File: config.mk
export PLATFORM = sky130hd
export DESIGN_NAME = poll_arbiter
export DESIGN_NICKNAME = d
export VERILOG_FILES = /design/src/rtl/poll_arb_pkg.sv /design/src/rtl/poll_arb_ctrl.sv /design/src/rtl/poll_arb_datapath.sv /design/src/rtl/poll_arbiter.sv
export SDC_FILE = /design/constraint.sdc
export NUM_CORES = 1
export LEC_CHECK = 0
export BUFFER_PORTS_ARGS = -buffer_cell sky130_fd_sc_hd__buf_4
export CORE_MARGIN = 5
export CORE_UTILIZATION = 51
export CTS_CLUSTER_DIAMETER = 50
export DETAILED_ROUTE_END_ITERATION = 8
export GPL_ROUTABILITY_DRIVEN = 0
export PLACE_DENSITY_LB_ADDON = 0.08
export SYNTH_ARGS = -nofsm -noshare
export SYNTH_HDL_FRONTEND = slang
export SYNTH_SLANG_ARGS = --single-unit
File: constraint.sdc
create_clock -name clk -period 1.9 [get_ports clk]
set_input_delay 0.285 -clock clk [delete_from_list [all_inputs] [get_ports clk]]
set_output_delay 0.285 -clock clk [all_outputs]
set_load 0.005 [all_outputs]
File: src/rtl/poll_arb_pkg.sv
package poll_arb_pkg;
  typedef struct packed {
    logic advance;   // step to next list entry
    logic claim;     // latch polled address as bus owner
    logic release_;  // owner gave up the bus
    logic cfgWrite;  // accepted list write
  } ctrlStrobe_t;
endpackage

File: src/rtl/poll_arb_ctrl.sv
module poll_arb_ctrl
  import poll_arb_pkg::*;
(
  input  logic        clk,
  input  logic        rstN,
  input  logic        anyReq,
  input  logic        hit,
  input  logic        ownerReq,
  input  logic        cfgWrEn,
  output ctrlStrobe_t strobe,
  output logic        busy,
  output logic        pollActive
);
  logic busyQ;

  always_comb begin
    pollActive      = anyReq && !busyQ;
    strobe.claim    = pollActive && hit;
    strobe.release_ = busyQ && !ownerReq;
    strobe.advance  = (pollActive && !hit) || strobe.release_;
    strobe.cfgWrite = cfgWrEn && !anyReq && !busyQ;
  end

  always_ff @(posedge clk) begin
    if (!rstN) begin
      busyQ <= 1'b0;
    end else if (strobe.claim) begin
      busyQ <= 1'b1;
    end else if (strobe.release_) begin
      busyQ <= 1'b0;
    end
  end

  assign busy = busyQ;
endmodule

File: src/rtl/poll_arb_datapath.sv
module poll_arb_datapath
  import poll_arb_pkg::*;
#(
  parameter int NUM_DEV = 4,
  localparam int ADDR_W = $clog2(NUM_DEV)
) (
  input  logic               clk,
  input  logic               rstN,
  input  logic [NUM_DEV-1:0] devReq,
  input  ctrlStrobe_t        strobe,
  input  logic               busy,
  input  logic [ADDR_W-1:0]  cfgWrIdx,
  input  logic [ADDR_W-1:0]  cfgWrData,
  output logic [ADDR_W-1:0]  pollAddr,
  output logic               hit,
  output logic               ownerReq,
  output logic [NUM_DEV-1:0] devOnBus
);
  localparam logic [ADDR_W-1:0] LAST_IDX = ADDR_W'(NUM_DEV - 1);

  logic [ADDR_W-1:0] seqQ [NUM_DEV];
  logic [ADDR_W-1:0] seqIdxQ;
  logic [ADDR_W-1:0] ownerQ;
  logic [NUM_DEV-1:0] hitVec;
  logic [NUM_DEV-1:0] ownVec;

  assign pollAddr = seqQ[seqIdxQ];

  // one address comparator per device
  for (genvar d = 0; d < NUM_DEV; d++) begin : g_dev
    assign hitVec[d] = devReq[d] && (pollAddr == ADDR_W'(d));
    assign ownVec[d] = busy && (ownerQ == ADDR_W'(d));
  end

  assign hit      = |hitVec;
  assign devOnBus = ownVec;
  assign ownerReq = |(ownVec & devReq);

  always_ff @(posedge clk) begin
    if (!rstN) begin
      seqIdxQ <= '0;
      ownerQ  <= '0;
      for (int k = 0; k < NUM_DEV; k++) seqQ[k] <= ADDR_W'(k);
    end else begin
      if (strobe.advance) seqIdxQ <= (seqIdxQ == LAST_IDX) ? '0 : seqIdxQ + 1'b1;
      if (strobe.claim) ownerQ <= pollAddr;
      if (strobe.cfgWrite) seqQ[cfgWrIdx] <= cfgWrData;
    end
  end
endmodule

File: src/rtl/poll_arbiter.sv
module poll_arbiter
  import poll_arb_pkg::*;
#(
  parameter int NUM_DEV = 4,
  localparam int ADDR_W = $clog2(NUM_DEV)
) (
  input  logic               clk,
  input  logic               rstN,
  input  logic [NUM_DEV-1:0] devReq,
  input  logic               cfgWrEn,
  input  logic [ADDR_W-1:0]  cfgWrIdx,
  input  logic [ADDR_W-1:0]  cfgWrData,
  output logic               busReq,
  output logic               pollActive,
  output logic [ADDR_W-1:0]  pollAddr,
  output logic               busy,
  output logic [NUM_DEV-1:0] devOnBus
);
  ctrlStrobe_t strobe;
  logic hit;
  logic ownerReq;

  assign busReq = |devReq;

  poll_arb_ctrl u_ctrl (
    .clk(clk), .rstN(rstN), .anyReq(busReq), .hit(hit), .ownerReq(ownerReq),
    .cfgWrEn(cfgWrEn), .strobe(strobe), .busy(busy), .pollActive(pollActive)
  );

  poll_arb_datapath #(.NUM_DEV(NUM_DEV)) u_dp (
    .clk(clk), .rstN(rstN), .devReq(devReq), .strobe(strobe), .busy(busy),
    .cfgWrIdx(cfgWrIdx), .cfgWrData(cfgWrData), .pollAddr(pollAddr),
    .hit(hit), .ownerReq(ownerReq), .devOnBus(devOnBus)
  );
endmodule

==> metrics <==
WS Path Type flop to flop; leakage 0.000439 uW; Initial Util 54.6%; pre-CTS setup slack -9.72 ps; post-synthesis xor/xnor area fraction 0%; compound-gate portion of the synthesized area 6.92%; most frequent cells in the layout buf_4, nand2_1, edfxtp_1, mux2i_1, dfxtp_1; Synth async-reset ratio 0%; die width 50.4 um; crit end category flop; layout cells sized above 1 36.3%; Top-Level Pins 20; P&R area growth vs syn 25.9%; element type at the critical path start flop; worst setup path startpoint u_dp.seqQ[3][1]; Clk Latency, worst-skew pair 280 ps; initial antenna violation count 0; endpoints failing setup 0; crit path max fanout 4; max-cap viol count 0; input/output buffers 19; Reg area 382 um^2; share of synthesized cell area in full adder, half adder and majority cells 1.50%; Final ANT Viol Nets 0; Hold Path Stages 2; drc violations 0; area taken by multi-input logic gates 439 um^2; final hold viol count 0; drt first pass iters 4; Netlist Area Pre-Place 832 um^2; reg2reg start u_dp.seqQ[3][1]; R2R depth 5; Tmin final 1820 ps; main flop type after synthesis edfxtp_1; fillers 136; syn_nets 90; fraction of the yosys area taken by sequential cells 45.7%; mux cell area share after synthesis 17.4%; EDFF count, synth 8; power density over the cells 1130 nW/um^2; Worst Clk Skew 6.19 ps; syn avg cell area 10.7 um^2; placed wire-length estimate 1330 um; root buffer cell clkbuf_4; worst setup margin 76.5 ps; worst path arrival time 2040 ps; slew of the pin with the lowest slew margin 317 ps; vias in the first global route 659; routed vias 648; htree depth 1; Nets 115; largest family of logic cells by synthesized area simple AND/OR/NAND/NOR gates; clock slew at reported path FFs 80 ps; Synth cell types 30; RSZ-0062 raised after global routing no; initial DRC count 9; status complete, no violations; Clock Sinks 15; Slew headroom 78.8%; fin cells 118; CTS Buf Count 3; Hold Path Class input pin to flop; diodes inserted 0; Synthesis Warnings 0; Tcrit/Tclk final 96.0%; Total GRT Usage 13.8%; largest net degree at the start of global routing 13; CTS tree done; WL final 1620 um; Vias/cell 5.49; peak supply drop 0.000611 V; die area 2540 um^2; HP Start cfgWrData[1]; hold slack 292 ps; Synth Instances 78; commonest non-fill, non-tap cell in the layout buf_4; post-synthesis register bit count 15; Die H 50.4 um; total power 1190 uW; Slew Viols, Final 0; Fmax 548 MHz; Site Rows 14; Max Root-Sink Buffers 2; TNS Setup 0 ps; placed cell count 113; GRT overflow 0; first-pass GRT wire length 2770 um; Critical Path RT 2120 ps; routed len/inst 13.7 um; simple-gate share of the synthesized area 25.6%; Core Area 1520 um^2
==> metrics by stage <==
step | util, % | instance area, um^2
floorplan | - | 832
global placement | 65.7 | 1000
detailed placement | 65.7 | 1000
CTS | 67.6 | 1030
global route | 68.7 | 1050
finish | 68.7 | 1050
==> cell usage after synthesis, drive strengths merged, types with 2 or more instances <==
cell / count / area (um^2)
mux4: 2 / 45.0
and3: 4 / 25.0
mux2: 2 / 30.0
dfxtp: 7 / 140
mux2i: 7 / 70.1
nand2: 8 / 30.0
and2: 3 / 18.8
or2: 3 / 18.8
nor2b: 2 / 12.5
nor2: 6 / 22.5
nor3: 3 / 15.0
nand2b: 5 / 38.8
inv: 4 / 15.0
edfxtp: 8 / 240
==> critical path, cell delays in order, from the launching register on <==
cell      delay, ps
edfxtp_1        380
mux4_2          540
mux2_4          330
a22o_4          250
nand2b_4        140
a21boi_2        130
==> power by group <==
group          switching, uW  total, uW  internal (uW)
clock network           91.2        173           81.4
logic                    232        542            309
registers               66.6        473            406
total                    390       1190            797
==> final cells by class <==
cell class | instances | share of cell area (%)
Multi-Input combinational cell | 57 | 41.9
Sequential cell | 15 | 36.4
Timing Repair Buffer | 22 | 15.8
Clock buffer | 4 | 2.51
Tap cell | 16 | 1.91
Inverter | 4 | 1.43
==> cell families after synthesis <==
kind of cell / Yosys count
fa+ha+maj: 1
simple gates: 38
flops: 15
compound gates: 7
mux: 11
buf+inv: 6
==> metal layers <==
metal / global-route usage [%] / wire [um] / vias up
li1: - / - / 329
met1: 16.7 / 758 / 302
met2: 22.6 / 744 / 13
met3: 3.25 / 89 / 4
met4: 7.66 / 28 / 0
met5: 0 / 0 / -
==> path summary, 6_finish.rpt <==
| kind | to | slack [ps] |
|---|---|---|
| max | u_dp.ownerQ[0] | 80 |
| min | u_dp.seqQ[2][1] | 290 |
| max reg2reg | u_dp.ownerQ[0] | 80 |
| min reg2reg | flop | 510 |
==> repair_timing <==
| item | CTS | global route |
|---|---|---|
| pin swaps | 0 | 0 |
| gates resized for setup | 1 | 2 |
| setup endpoints to repair | 2 | 5 |
| buffers inserted | 0 | 1 |
| hold buffers | 0 | 0 |
Note: power is estimated with default switching activity, not from simulation.
